[config.mk]
export PLATFORM = sky130hd
export DESIGN_NAME = lnk_bist_gen
export DESIGN_NICKNAME = d
export VERILOG_FILES = /design/src/rtl/lnk_bist_pkg.sv /design/src/rtl/lnk_bist_prbs.sv /design/src/rtl/lnk_bist_incr.sv /design/src/rtl/lnk_bist_freq.sv /design/src/rtl/lnk_bist_gen.sv
export SDC_FILE = /design/constraint.sdc
export NUM_CORES = 1
export LEC_CHECK = 0
export ABC_CLOCK_PERIOD_IN_PS = 9200
export BUFFER_PORTS_ARGS = -buffer_cell sky130_fd_sc_hd__buf_4
export CAP_MARGIN = 20
export CORE_UTILIZATION = 55
export DETAILED_ROUTE_END_ITERATION = 16
export PLACE_DENSITY = 0.81
export SLEW_MARGIN = 30
export SYNTH_ARGS = -nofsm -noshare
export SYNTH_HDL_FRONTEND = slang
export SYNTH_SLANG_ARGS = --single-unit
[constraint.sdc]
create_clock -name clk -period 9.2 [get_ports clk]
set_clock_uncertainty 0.2 [all_clocks]
set_input_delay 0.46 -clock clk [delete_from_list [all_inputs] [get_ports clk]]
set_output_delay 0.46 -clock clk [all_outputs]
set_load 0.01 [all_outputs]
[src/rtl/lnk_bist_pkg.sv]
package lnk_bist_pkg;

    localparam int WORD_W    = 20;
    localparam int BYTE_W    = 8;
    localparam int NFLAG     = 2;
    localparam int PAT_W     = 10;

    // counting sequence geometry
    localparam int SEQ_LEN    = 268;
    localparam int SEQ_IDX_W  = 9;
    localparam int HEAD_LEN   = 2;
    localparam int DATA_CNT   = 256;
    localparam int TAIL_START = HEAD_LEN + DATA_CNT;

    // fixed toggle patterns, bit 9 is the leftmost written bit
    localparam logic [PAT_W-1:0] PAT_HI    = 10'b1010101010;
    localparam logic [PAT_W-1:0] PAT_LO    = 10'b0011111000;
    localparam logic [PAT_W-1:0] PAT_MIX_A = 10'b0011111010;
    localparam logic [PAT_W-1:0] PAT_MIX_B = 10'b1100000101;

    typedef enum logic [2:0] {
        MODE_PRBS16  = 3'd0,
        MODE_PRBS20  = 3'd1,
        MODE_INC10   = 3'd2,
        MODE_INC20   = 3'd3,
        MODE_HIFREQ  = 3'd4,
        MODE_LOFREQ  = 3'd5,
        MODE_MIXFREQ = 3'd6,
        MODE_IDLE    = 3'd7
    } bist_mode_e;

    // a character: flag in bit 8, byte in bits 7:0
    typedef logic [BYTE_W:0] char_t;

    function automatic char_t kchar(input logic [4:0] x, input logic [2:0] y);
        return {1'b1, y, x};
    endfunction

    function automatic char_t seq_char(input logic [SEQ_IDX_W-1:0] idx);
        logic [SEQ_IDX_W-1:0] off;
        char_t                c;
        c = '0;
        if (idx == SEQ_IDX_W'(0)) begin
            c = kchar(5'd28, 3'd5);
        end else if (idx == SEQ_IDX_W'(1)) begin
            c = kchar(5'd27, 3'd7);
        end else if (idx < SEQ_IDX_W'(TAIL_START)) begin
            off = idx - SEQ_IDX_W'(HEAD_LEN);
            c   = {1'b0, off[BYTE_W-1:0]};
        end else begin
            off = idx - SEQ_IDX_W'(TAIL_START);
            case (off[3:0])
                4'd0:    c = kchar(5'd28, 3'd0);
                4'd1:    c = kchar(5'd28, 3'd1);
                4'd2:    c = kchar(5'd28, 3'd2);
                4'd3:    c = kchar(5'd28, 3'd3);
                4'd4:    c = kchar(5'd28, 3'd4);
                4'd5:    c = kchar(5'd28, 3'd6);
                4'd6:    c = kchar(5'd28, 3'd7);
                4'd7:    c = kchar(5'd23, 3'd7);
                4'd8:    c = kchar(5'd30, 3'd7);
                default: c = kchar(5'd29, 3'd7);
            endcase
        end
        return c;
    endfunction

endpackage

[src/rtl/lnk_bist_prbs.sv]
module lnk_bist_prbs #(
    parameter int                  LFSR_W = 8,
    parameter logic [LFSR_W-1:0]   TAPS   = 8'hD4,
    parameter int                  OUT_W  = 16,
    parameter int                  WORD_W = 20
) (
    input  logic              clk,
    input  logic              rst,
    input  logic              restart,
    input  logic              step,
    output logic [WORD_W-1:0] word
);

    localparam logic [LFSR_W-1:0] SEED = '1;

    typedef struct packed {
        logic [LFSR_W-1:0] lfsr;
    } prbs_st_t;

    prbs_st_t st_q, st_d;

    always_comb begin
        logic [LFSR_W-1:0] s;
        s    = restart ? SEED : st_q.lfsr;
        word = '0;
        for (int i = 0; i < OUT_W; i++) begin
            word[i] = s[LFSR_W-1];
            s       = {s[LFSR_W-2:0], ^(s & TAPS)};
        end
        st_d = st_q;
        if (step) begin
            st_d.lfsr = s;
        end else if (restart) begin
            st_d.lfsr = SEED;
        end
    end

    always_ff @(posedge clk) begin
        if (rst) begin
            st_q.lfsr <= SEED;
        end else begin
            st_q <= st_d;
        end
    end

endmodule

[src/rtl/lnk_bist_incr.sv]
module lnk_bist_incr
    import lnk_bist_pkg::*;
(
    input  logic                    clk,
    input  logic                    rst,
    input  logic                    restart,
    input  logic                    step,
    input  logic                    wide,
    output logic [2*BYTE_W-1:0]     bytes,
    output logic [NFLAG-1:0]        flags
);

    localparam logic [SEQ_IDX_W-1:0] LAST = SEQ_IDX_W'(SEQ_LEN - 1);

    typedef struct packed {
        logic [SEQ_IDX_W-1:0] idx;
    } incr_st_t;

    incr_st_t st_q, st_d;

    logic [SEQ_IDX_W-1:0] cur, nxt1, nxt2;
    char_t                c0, c1;

    always_comb begin
        cur  = restart ? '0 : st_q.idx;
        nxt1 = (cur == LAST) ? '0 : cur + 1'b1;
        nxt2 = (nxt1 == LAST) ? '0 : nxt1 + 1'b1;
        c0   = seq_char(cur);
        c1   = seq_char(nxt1);
        if (wide) begin
            bytes = {c1[BYTE_W-1:0], c0[BYTE_W-1:0]};
            flags = {c1[BYTE_W], c0[BYTE_W]};
        end else begin
            bytes = {{BYTE_W{1'b0}}, c0[BYTE_W-1:0]};
            flags = {1'b0, c0[BYTE_W]};
        end
        st_d = st_q;
        if (step) begin
            st_d.idx = wide ? nxt2 : nxt1;
        end else if (restart) begin
            st_d.idx = '0;
        end
    end

    always_ff @(posedge clk) begin
        if (rst) begin
            st_q.idx <= '0;
        end else begin
            st_q <= st_d;
        end
    end

endmodule

[src/rtl/lnk_bist_freq.sv]
module lnk_bist_freq
    import lnk_bist_pkg::*;
(
    input  logic              clk,
    input  logic              rst,
    input  logic              restart,
    input  logic              step,
    input  bist_mode_e        mode,
    output logic [PAT_W-1:0]  pat
);

    typedef struct packed {
        logic phase;
    } freq_st_t;

    freq_st_t st_q, st_d;
    logic     ph;

    always_comb begin
        ph = restart ? 1'b0 : st_q.phase;
        case (mode)
            MODE_HIFREQ:  pat = PAT_HI;
            MODE_LOFREQ:  pat = PAT_LO;
            MODE_MIXFREQ: pat = ph ? PAT_MIX_B : PAT_MIX_A;
            default:      pat = '0;
        endcase
        st_d = st_q;
        if (step) begin
            st_d.phase = ~ph;
        end else if (restart) begin
            st_d.phase = 1'b0;
        end
    end

    always_ff @(posedge clk) begin
        if (rst) begin
            st_q.phase <= 1'b0;
        end else begin
            st_q <= st_d;
        end
    end

endmodule

[src/rtl/lnk_bist_gen.sv]
module lnk_bist_gen
    import lnk_bist_pkg::*;
(
    input  logic              clk,
    input  logic              rst,
    input  logic [2:0]        mode_i,
    input  logic              en_i,
    output logic [WORD_W-1:0] data_o,
    output logic [NFLAG-1:0]  ctrl_o
);

    localparam int P16_LFSR_W = 8;
    localparam int P16_OUT_W  = 16;
    localparam int P20_LFSR_W = 10;
    localparam int P20_OUT_W  = 20;
    localparam logic [P16_LFSR_W-1:0] P16_TAPS = 8'b1101_0100;     // bits 7,6,4,2
    localparam logic [P20_LFSR_W-1:0] P20_TAPS = 10'b10_0100_0000; // bits 9,6

    typedef struct packed {
        bist_mode_e          mode;
        logic [WORD_W-1:0]   data;
        logic [NFLAG-1:0]    ctrl;
    } top_st_t;

    top_st_t st_q, st_d;

    bist_mode_e           mode_sel;
    logic                 restart;
    logic                 step_p16, step_p20, step_inc, step_frq;
    logic [WORD_W-1:0]    p16_word, p20_word;
    logic [2*BYTE_W-1:0]  inc_bytes;
    logic [NFLAG-1:0]     inc_flags;
    logic [PAT_W-1:0]     frq_pat;

    always_comb begin
        mode_sel = bist_mode_e'(mode_i);
        restart  = en_i && (mode_sel != st_q.mode);
        step_p16 = en_i && (mode_sel == MODE_PRBS16);
        step_p20 = en_i && (mode_sel == MODE_PRBS20);
        step_inc = en_i && ((mode_sel == MODE_INC10) || (mode_sel == MODE_INC20));
        step_frq = en_i && ((mode_sel == MODE_HIFREQ) || (mode_sel == MODE_LOFREQ) ||
                            (mode_sel == MODE_MIXFREQ));
    end

    lnk_bist_prbs #(
        .LFSR_W (P16_LFSR_W),
        .TAPS   (P16_TAPS),
        .OUT_W  (P16_OUT_W),
        .WORD_W (WORD_W)
    ) u_prbs16 (
        .clk     (clk),
        .rst     (rst),
        .restart (restart),
        .step    (step_p16),
        .word    (p16_word)
    );

    lnk_bist_prbs #(
        .LFSR_W (P20_LFSR_W),
        .TAPS   (P20_TAPS),
        .OUT_W  (P20_OUT_W),
        .WORD_W (WORD_W)
    ) u_prbs20 (
        .clk     (clk),
        .rst     (rst),
        .restart (restart),
        .step    (step_p20),
        .word    (p20_word)
    );

    lnk_bist_incr u_incr (
        .clk     (clk),
        .rst     (rst),
        .restart (restart),
        .step    (step_inc),
        .wide    (mode_sel == MODE_INC20),
        .bytes   (inc_bytes),
        .flags   (inc_flags)
    );

    lnk_bist_freq u_freq (
        .clk     (clk),
        .rst     (rst),
        .restart (restart),
        .step    (step_frq),
        .mode    (mode_sel),
        .pat     (frq_pat)
    );

    always_comb begin
        st_d = st_q;
        if (en_i) begin
            st_d.mode = mode_sel;
            st_d.ctrl = '0;
            case (mode_sel)
                MODE_PRBS16: st_d.data = p16_word;
                MODE_PRBS20: st_d.data = p20_word;
                MODE_INC10, MODE_INC20: begin
                    st_d.data = {{(WORD_W - 2*BYTE_W){1'b0}}, inc_bytes};
                    st_d.ctrl = inc_flags;
                end
                MODE_HIFREQ, MODE_LOFREQ, MODE_MIXFREQ:
                    st_d.data = {{(WORD_W - PAT_W){1'b0}}, frq_pat};
                default:     st_d.data = '0;
            endcase
        end
    end

    always_ff @(posedge clk) begin
        if (rst) begin
            st_q.mode <= MODE_IDLE;
            st_q.data <= '0;
            st_q.ctrl <= '0;
        end else begin
            st_q <= st_d;
        end
    end

    assign data_o = st_q.data;
    assign ctrl_o = st_q.ctrl;

endmodule

Word level (Yosys, flattened, before mapping)
Memory sizes are Yosys's and may differ from the RTL's.
Cells that the tools add are included.
{"block": "op_classes", "addsub": 6, "magnitude_cmp": 2, "eq_ne": 11, "n_mux": 23, "bitwise": 1, "reduce_logical": 49}
{"op": "$reduce_xor A10 Y1", "n": 20}
{"op": "$reduce_xor A8 Y1", "n": 16}
{"op": "$mux W9", "n": 11}
{"op": "$pmux W20 S4", "n": 1}
{"op": "$mux W10", "n": 3}
{"op": "$pmux W10 S3", "n": 1}
{"op": "$add A9 B1 Y9 const B", "n": 2}
{"op": "$eq A9 B1 Y1 const B", "n": 2}
{"op": "$eq A9 B9 Y1 const B", "n": 2}
{"op": "$logic_not A9 Y1", "n": 2}
{"op": "$lt A9 B9 Y1 const B", "n": 2}
{"op": "$mux W16", "n": 1}
{"op": "$mux W8", "n": 2}
{"op": "$sub A8 B2 Y8 const B", "n": 2}
{"op": "$eq A3 B3 Y1 const B", "n": 3}
{"op": "$sub A4 B2 Y4 const B", "n": 2}
{"op": "$eq A3 B2 Y1 const B", "n": 2}
{"op": "$logic_and A1 B1 Y1", "n": 5}
{"op": "$mux W2", "n": 2}
{"op": "$eq A3 B1 Y1 const B", "n": 1}
{"op": "$logic_not A3 Y1", "n": 1}
{"op": "$logic_or A1 B1 Y1", "n": 3}
{"op": "$ne A3 B3 Y1", "n": 1}
{"op": "$reduce_or A3 Y1", "n": 1}
{"op": "other kinds (3)", "n": 4}
{"block": "word_totals", "register_bits": 53, "rom_bits": 192, "n_memories": 2}
{"name": "(name not given)", "depth": 16, "width": 6, "rd": 1, "rd_clocked_by_memory_dff": 0, "wr": 0, "line": "lnk_bist_pkg.sv:52", "rtl": "case (off[3:0])"}
{"name": "(name not given)", "depth": 16, "width": 6, "rd": 1, "rd_clocked_by_memory_dff": 0, "wr": 0, "line": "lnk_bist_pkg.sv:52"}

Depth between registers and ports, before layout
Gate-level depths: netlist (run 1).
An unclocked memory read counts as a cell.
{"block": "logic_depth", "depth_word": 12, "mapped_depth": 23, "depth_no_buf": 18}

Modules after synthesis
Synthesis (run 1) repeated with hierarchy kept, for this count alone.
{"block": "hier_totals", "cells_unflattened": 600, "hier_area_um2": 4874.7}
{"module": "lnk_bist_incr", "n_inst": 1, "cells_each": 238, "area_per_inst_um2": 1715.4}
{"module": "lnk_bist_gen", "n_inst": 1, "cells_each": 171, "area_per_inst_um2": 1575.3}
{"module": "lnk_bist_prbs at u_prbs16", "n_inst": 1, "cells_each": 88, "area_per_inst_um2": 792.0}
{"module": "lnk_bist_prbs at u_prbs20", "n_inst": 1, "cells_each": 83, "area_per_inst_um2": 648.1}
{"module": "lnk_bist_freq", "n_inst": 1, "cells_each": 20, "area_per_inst_um2": 143.9}

Worst setup path after synthesis (run 1)
No wires, ideal clock.
{"block": "synth_path", "kind": "input to register", "start": "input en_i", "end": "register st_q (netlist bit data_o[15])", "t_arrival_ns": 4.615, "t_required_ns": 8.868, "setup_slack_ns": 4.253, "stages": 23, "path_buffers": 5, "cell_sequence": "buf_2 -> inv_1 -> clkbuf_1 -> a31o_2 -> buf_2 -> buf_2 -> nand2_1 -> inv_1 -> ha_1 -> buf_2 -> nand4b_1 -> nor2_4 -> o21a_1 -> mux2i_1 -> inv_1 -> ha_1 -> nand2b_1 -> mux2i_1 -> or3_1 -> nor2_1 -> a21boi_0 -> o41ai_2 -> a211oi_2"}
{"block": "synth_via", "elab_chain_cells": 11}
{"element": "start: declaration", "line": "lnk_bist_gen.sv:7", "rtl": "input logic en_i,"}
{"element": "$logic_and A1 B1 Y1", "line": "lnk_bist_gen.sv:37", "rtl": "restart = en_i && (mode_sel != st_q.mode);"}
{"element": "$mux W9"}
{"element": "$add A9 B1 Y9 or $eq A9 B9 Y1 (tied branches)", "line": "lnk_bist_incr.sv:26", "rtl": "nxt1 = (cur == LAST) ? '0 : cur + 1'b1;"}
{"element": "$mux W9", "line": "lnk_bist_incr.sv:26"}
{"element": "$sub A4 B2 Y4", "line": "lnk_bist_pkg.sv:51", "rtl": "off = idx - SEQ_IDX_W'(TAIL_START);"}
{"element": "$mem_v2 Z16 W6"}
{"element": "$mux W9", "line": "lnk_bist_pkg.sv:47", "rtl": "end else if (idx < SEQ_IDX_W'(TAIL_START)) begin"}
{"element": "$mux W9", "line": "lnk_bist_pkg.sv:45", "rtl": "end else if (idx == SEQ_IDX_W'(1)) begin"}
{"element": "$mux W9", "line": "lnk_bist_pkg.sv:43", "rtl": "if (idx == SEQ_IDX_W'(0)) begin"}
{"element": "$mux W16", "line": "lnk_bist_incr.sv:30", "rtl": "if (wide) begin"}
{"element": "$pmux W20 S4", "line": "lnk_bist_gen.sv:95", "rtl": "case (mode_sel)"}
{"element": "end signal: assignment", "line": "lnk_bist_gen.sv:115", "rtl": "st_q <= st_d;"}
{"element": "end: declaration", "line": "lnk_bist_gen.sv:25", "rtl": "top_st_t st_q, st_d;"}
Parallel ways exist; a longest one is shown, timed or not.
A chain may end at the register's enable or synchronous reset.

Worst setup path after layout (run 1)
{"block": "layout_path", "start": "input en_i", "end": "register st_q (netlist bit data_o[14])"}
Same word-level chain as after synthesis.

==> impl_metrics.toml, run 1 <==
[outcome]
status = "finished, final reports clean"

[timing]
fin_tns_setup_ns = 0
hold_ws_ns = 0.2671
drv_slew = 0
period_minus_slack_ns = 5.959
finalHoldViolCount = 0
setup_violations = 0
slew_headroom_pct = 35.53
worst_pin_slew_ns = 0.9661
period_share_pct = 64.77
fmax_mhz = 167.8
rsz0062_at_grt = "false"

[cells_and_area]
multiInputGateArea_mm2 = 0.003049
area_growth_pct = 1.462
layout_commonest_cell = "nand2_1"
drive_above_1_share_pct = 10.12
final_cell_mix = "57 x nand2_1, 53 x dfxtp_1, 50 x a21oi_1"
antenna_cells = 0
fin_nets = 577
seq_area_mm2 = 0.001061
fillers = 719
post-route-util_pct = 58.64

[critical_path]
worstSetupStartpointType = "input pin"
path_max_fanout = 34
crit_buf_inv = 5
cp.arrival_ns = 5.95
crit_family = "compound AO/OA/AOI/OAI gates"
cp-end-kind = "flip-flop"
path_common_cell = "inv_1"
criticalPathCategory = "input pin to flip-flop"
cp_slowest_cell = "inv_1"
cp_slowest_stage_delay_ns = 0.72
path_cells = "buf_4 > inv_1 > a31o_2 > nand2_1 > inv_1 > ha_1 > nand4b_1 > nor2_4 > o21a_1 > mux2i_1 > inv_1 > ha_1 > inv_1 > a311oi_1 > nor3_1 > o41ai_2 > o31ai_1 > o21ai_1 > a21oi_1"
cp_data_required_time_ns = 9.19

[cts]
cts_num_sinks = 53
clkTransAtPathRegs_ns = 0.11
cts-htree-levels = 2
clock_latency_ns = 0.32
cts_buffers = 5
ctsHoldBuffers = 0
cts_setup_buffers = 0
cts_resized = 0
cts-root-buf = "clkbuf_8"
clock_path_buffers = 2
cts_tree = "built"

[power_and_ir_drop]
power.density_mw_per_mm2 = 104.5
ir_drop_v = 0.00005937
power.total_uw = 481.0
p_leak_nw = 1.687

[global_routing]
grt_max_degree = 43
track_usage_pct = 29.06
grt_overflow = 0
grt_pass1_vias = 3950
grt_pass1_wl_mm = 19.85
antenna_found_initial = 0

[hold_path]
hp-class = "flip-flop to flip-flop"

[placed_design]
gp_congestion = 0.9997
dp.final_hpwl_mm = 8.969
portBuffers = 27

[run]
max-cap-violations = 0

[synthesis]
ys_types = 78
async_reset_ff_share_pct = 0
syn_inst = 598
ys_ff_latch = 53
synth_edf_count = 0
ys.flop_type = "dfxtp_1"
syn_area_per_cell_um2 = 7.585
ys_seq_area_share_pct = 23.39
synth_top_area_share_pct = 23.39
yosys_warnings = 0
synth.area.top_cells = "dfxtp_1 23%, xnor2_1 6.8%, a21oi_1 5.5%"
syn_area_mm2 = 0.004536
syn_nets = 613
synth_top_area_cell = "dfxtp_1"

[drt]
vias = 4486
drtIter0Drc = 432
avgViaCountPerCell = 6.746
drt-total-wl_mm = 12.46
detail-route-antenna-nets = 0
remaining_drc_errors = 0
wl_per_cell_um = 18.74
firstDrtPassIters = 5

[floorplanning]
fp.dieW_um = 92.81
die_area_mm2 = 0.008614
start_util_pct = 57.80
core_mm2 = 0.007848
rows = 32
io_pins = 28
fp.dieH_um = 92.81
-- worst register-to-register path, stage by stage (launching register included) --
cell	delay, ns
dfxtp_1	0.35
xnor2_1	0.49
a31o_2	0.75
nand2_1	0.35
inv_1	0.24
ha_1	0.50
nand4b_1	0.32
nor2_4	0.27
o21a_1	0.14
mux2i_1	0.20
inv_1	0.12
ha_1	0.23
inv_1	0.09
a311oi_1	0.36
nor3_1	0.15
o41ai_2	0.46
o31ai_1	0.18
o21ai_1	0.17
a21oi_1	0.09
-- where the power goes --
| group | internal (mW) | switching, mW | leakage [nW] |
|---|---|---|---|
| clock | 0.0546 | 0.0841 | 0.0456 |
| sequential | 0.236 | 0.00757 | 0.431 |
| combinational | 0.0361 | 0.0622 | 1.21 |
| total | 0.327 | 0.154 | 1.69 |
-- cell families after synthesis --
logic type | Yosys count | share of synthesized area, %
adders and majority gates | 10 | 2.704
AOI/OAI and AO/OA | 198 | 30.84
muxes | 7 | 1.572
and+or+nand+nor | 187 | 21.10
xor gates and xnor gates | 56 | 10.81
DFF | 53 | 23.39
buffers and inverters | 87 | 9.572
-- through the flow --
step	cell area, µm²	worst slack (ns)	instances
after floorplan	4536	4.253	598
after global placement	4507	3.351	657
final	4602	3.241	665
after detailed placement	4507	3.125	657
after global routing	4602	2.867	665
after CTS	4593	3.415	665
-- layer usage --
| metal | GRT usage, % | wire (µm) |
|---|---|---|
| met2 | 44.00 | 5471 |
| met4 | 13.33 | 418 |
| met1 | 40.15 | 5448 |
| met5 | 0 | 0 |
| met3 | 4.680 | 1121 |
-- Yosys cell counts (3+ instances only) --
cell and n:
buf_1 4, a22o_1 5, o21ai_1 17, o21a_1 7, inv_1 14, buf_2 8
clkbuf_1 36, o22ai_1 7, o211ai_1 4, ha_1 9, nand3_1 19, buf_4 24
a21o_1 4, o32ai_1 5, nor4_1 3, nor2b_1 4, a211oi_2 3, nor2_1 32
nor3_1 12, o21ai_0 27, nand2_1 57, nand2b_1 10, dfxtp_1 53, a311o_1 3
o31ai_1 7, xor2_1 21, a221oi_1 6, a31oi_1 9, a311oi_1 3, a211oi_1 7
and2_1 6, or3_1 10, mux2i_1 6, and3_1 13, a22oi_1 3, o21bai_1 4
a21oi_1 50, nor3b_1 3, xnor2_1 35
-- state kept, by name, indices dropped and copies added (netlist names) --
name and flops:
data_o 20, u_prbs20.st_q 10, u_incr.st_q 9, u_prbs16.st_q 8, st_q 3, ctrl_o 2
u_freq.st_q 1
-- final cells by class --
type | instances | area share, %
multi-input combinational | 458 | 66.26
clock buffer | 6 | 1.577
inverter | 14 | 1.142
clock inverter | 2 | 0.2991
sequential | 53 | 23.06
tap | 102 | 2.773
timing repair buffer | 30 | 4.894
-- path summary, 6_finish.rpt --
kind / cells past startpoint / slack (ns) / to / from
max: 19 / 3.24 / data_o[14]$_SDFFE_PP0P_ / en_i
min: 2 / 0.27 / data_o[16]$_SDFFE_PP0P_ / data_o[16]$_SDFFE_PP0P_
max reg2reg: 18 / 3.42 / data_o[14]$_SDFFE_PP0P_ / st_q[24]$_SDFFE_PP1P_
min reg2reg: 2 / 0.27 / data_o[16]$_SDFFE_PP0P_ / data_o[16]$_SDFFE_PP0P_
(Power assumes the default switching activity.)
==> run 2: changes to the inputs <==
--- a/config.mk
+++ b/config.mk
@@ -5,12 +5,12 @@
 export SDC_FILE = /design/constraint.sdc
 export NUM_CORES = 1
 export LEC_CHECK = 0
-export ABC_CLOCK_PERIOD_IN_PS = 9200
+export ABC_CLOCK_PERIOD_IN_PS = 5100
 export BUFFER_PORTS_ARGS = -buffer_cell sky130_fd_sc_hd__buf_4
 export CAP_MARGIN = 20
 export CORE_UTILIZATION = 55
 export DETAILED_ROUTE_END_ITERATION = 16
-export PLACE_DENSITY = 0.81
+export PLACE_DENSITY = 0.84
 export SLEW_MARGIN = 30
 export SYNTH_ARGS = -nofsm -noshare
 export SYNTH_HDL_FRONTEND = slang
==> constraint.sdc (replaced) <==
create_clock -name clk -period 5.1 [get_ports clk]
set_clock_uncertainty 0.2 [all_clocks]
set_input_delay 0.255 -clock clk [delete_from_list [all_inputs] [get_ports clk]]
set_output_delay 0.255 -clock clk [all_outputs]
set_load 0.01 [all_outputs]
==> run 2 against run 1 <==
Effect of this change: total power up 93%; cell count grew 1.2%; register-to-register slack worse by 2.8 ns; combinational power is 86% higher; global-route usage rose by 1.2 points; worst setup slack got worse by 2.6 ns; critical path type is now flip-flop to flip-flop; highest routed layer unchanged; largest power group unchanged; sequential power increased by 80%; worst hold slack lost 0.19 ns; sequential cell count unchanged; critical endpoint is now data_o[11]$_SDFFE_PP0P_; non-clock buffer count up 8; via count grew 3.1%; design area increased by 1.7%.
==> impl_metrics.toml, run 2 (synthesis gave the netlist of run 1 again) <==
[outcome]
status = "finished, final reports clean"

[critical_path]
cp_slowest_cell = "o41ai_2"
criticalPathCategory = "flip-flop to flip-flop"
path_max_fanout = 7
path_cells = "xnor2_1 > a31o_2 > nand2_1 > inv_1 > ha_1 > nand4b_1 > nor2_4 > o21a_1 > mux2i_1 > inv_1 > ha_1 > inv_1 > a311oi_1 > nor3_1 > o41ai_2 > o21ai_1 > o21ai_1 > a211oi_2"
ff2ff_setup_slack_ns = 0.62
r2r_cells = 18
r2r_end = "data_o[11]$_SDFFE_PP0P_"
cp_slowest_stage_delay_ns = 0.48
cp.arrival_ns = 4.48
r2r_start = "st_q[24]$_SDFFE_PP1P_"
worstSetupEndpoint = "data_o[11]$_SDFFE_PP0P_"
cp_data_required_time_ns = 5.10
cp-end-kind = "flip-flop"
path_common_cell = "inv_1"
worstSetupStartpointType = "flip-flop"
critical_path.startpoint = "st_q[24]$_SDFFE_PP1P_"

[cts]
cts_buffers = 5
cts_setup_buffers = 0
ctsHoldBuffers = 0
cts_tree = "built"
cts_resized = 0
cts-htree-levels = 2
clock_path_buffers = 2
clock_latency_ns = 0.32
cts_num_sinks = 53
cts-root-buf = "clkbuf_8"
clkTransAtPathRegs_ns = 0.11

[global_routing]
grt_pass1_wl_mm = 21.06
antenna_found_initial = 0
grt_overflow = 0
track_usage_pct = 30.26
grt_max_degree = 43
grt_pass1_vias = 4202

[timing]
period_share_pct = 87.81
rsz0062_at_grt = "false"
finalHoldViolCount = 0
worst_pin_slew_ns = 0.8869
setup_violations = 0
setup_slack_ns = 0.6215
period_minus_slack_ns = 4.478
slew_headroom_pct = 40.69
drv_slew = 0
fin_tns_setup_ns = 0
fmax_mhz = 223.3

[power_and_ir_drop]
power.density_mw_per_mm2 = 198.4
ir_drop_v = 0.0001116
p_leak_nw = 1.735

[placed_design]
portBuffers = 27
dp.final_hpwl_mm = 9.217
pre_cts_ws_ns = 0.6209
gp_congestion = 0.9982
placed_cell_area_mm2 = 0.004567

[floorplanning]
rows = 32
die_area_mm2 = 0.008614
start_util_pct = 57.80
fp.dieH_um = 92.81
fp.dieW_um = 92.81
io_pins = 28
core_mm2 = 0.007848

[cells_and_area]
fillers = 714
drive_above_1_share_pct = 11.38
layout_commonest_cell = "nand2_1"
area_growth_pct = 3.145
largest_reg_flops = 20
final_area_mm2 = 0.004678
fin_nets = 585
final_cell_mix = "57 x nand2_1, 53 x dfxtp_1, 50 x a21oi_1"
antenna_cells = 0

[drt]
vias = 4627
wl_per_cell_um = 19.10
avgViaCountPerCell = 6.875
drtIter0Drc = 550
remaining_drc_errors = 0
drt-total-wl_mm = 12.86
detail-route-antenna-nets = 0
firstDrtPassIters = 5

[hold_path]
hp-class = "input pin to flip-flop"

[run]
max-cap-violations = 0
-- run 2: cell count changes in the layout (fill, tap and decap cells not counted) --
cell       change
clkinv_2       -1
inv_6          -1
a31oi_2        +1
bufinv_16      +1
a31oi_4        -1
clkinv_4       +1
buf_4          +8
-- run 2: per-layer routing --
layer,part of all wire (%),vias up,GRT usage (%)
li1,-,2085,-
met1,42,2158,40.98
met2,44,340,48.10
met3,11,44,4.516
met4,3.1,0,11.67
met5,0,-,0
-- run 2: how the worst min path moves through the flow --
stage               slack [ns]  cells after the start                          end               startpoint
floorplan                 0.18                      2  u_prbs20.st_q[0]$_SDFF_PP1_                      rst
global placement          0.25                      2      data_o[16]$_SDFFE_PP0P_  data_o[16]$_SDFFE_PP0P_
detailed placement        0.27                      2       data_o[2]$_SDFFE_PP0P_   data_o[2]$_SDFFE_PP0P_
CTS                       0.08                      2        st_q[23]$_SDFFE_PP1P_                mode_i[1]
global route              0.09                      2        st_q[23]$_SDFFE_PP1P_                mode_i[1]
finish                    0.08                      2        st_q[23]$_SDFFE_PP1P_                mode_i[1]
-- run 2: critical path, delay by kind of cell, from the launching register on --
family	cells	cell delay [ns]
xor+xnor	1	0.37
fa+ha+maj	2	0.44
buf+inv	3	0.35
simple gates	4	0.76
mux	1	0.18
compound gates	7	1.72
flops	1	0.34
-- run 2: layout make-up --
class                      instances  area (µm²)  area share, %
tap                              102       127.6          2.728
inverter                          14       52.55          1.123
clock inverter                     2       38.79         0.8291
clock buffer                       6       72.57          1.551
timing repair buffer              38       285.3          6.098
multi-input combinational        458        3040          64.99
sequential                        53        1061          22.68
-- run 2: report_power, final --
| part | switching [mW] | total (mW) | internal (mW) | leakage, nW |
|---|---|---|---|---|
| Clock | 0.159 | 0.307 | 0.148 | 0.0554 |
| Combinational | 0.115 | 0.183 | 0.0678 | 1.25 |
| Sequential | 0.0115 | 0.438 | 0.426 | 0.431 |
-- run 2: metrics by stage --
step / hold slack, ns / power [mW] / utilization [%] / std cells
after floorplan: 0.1769 / 0.5824 / - / 598
after global placement: 0.2502 / 0.6201 / 58.20 / 665
after detailed placement: 0.2673 / 0.6244 / 58.20 / 665
after CTS: 0.08287 / 0.9201 / 59.61 / 673
after global routing: 0.09366 / 0.9585 / 59.61 / 673
final: 0.08041 / 0.9281 / 59.61 / 673
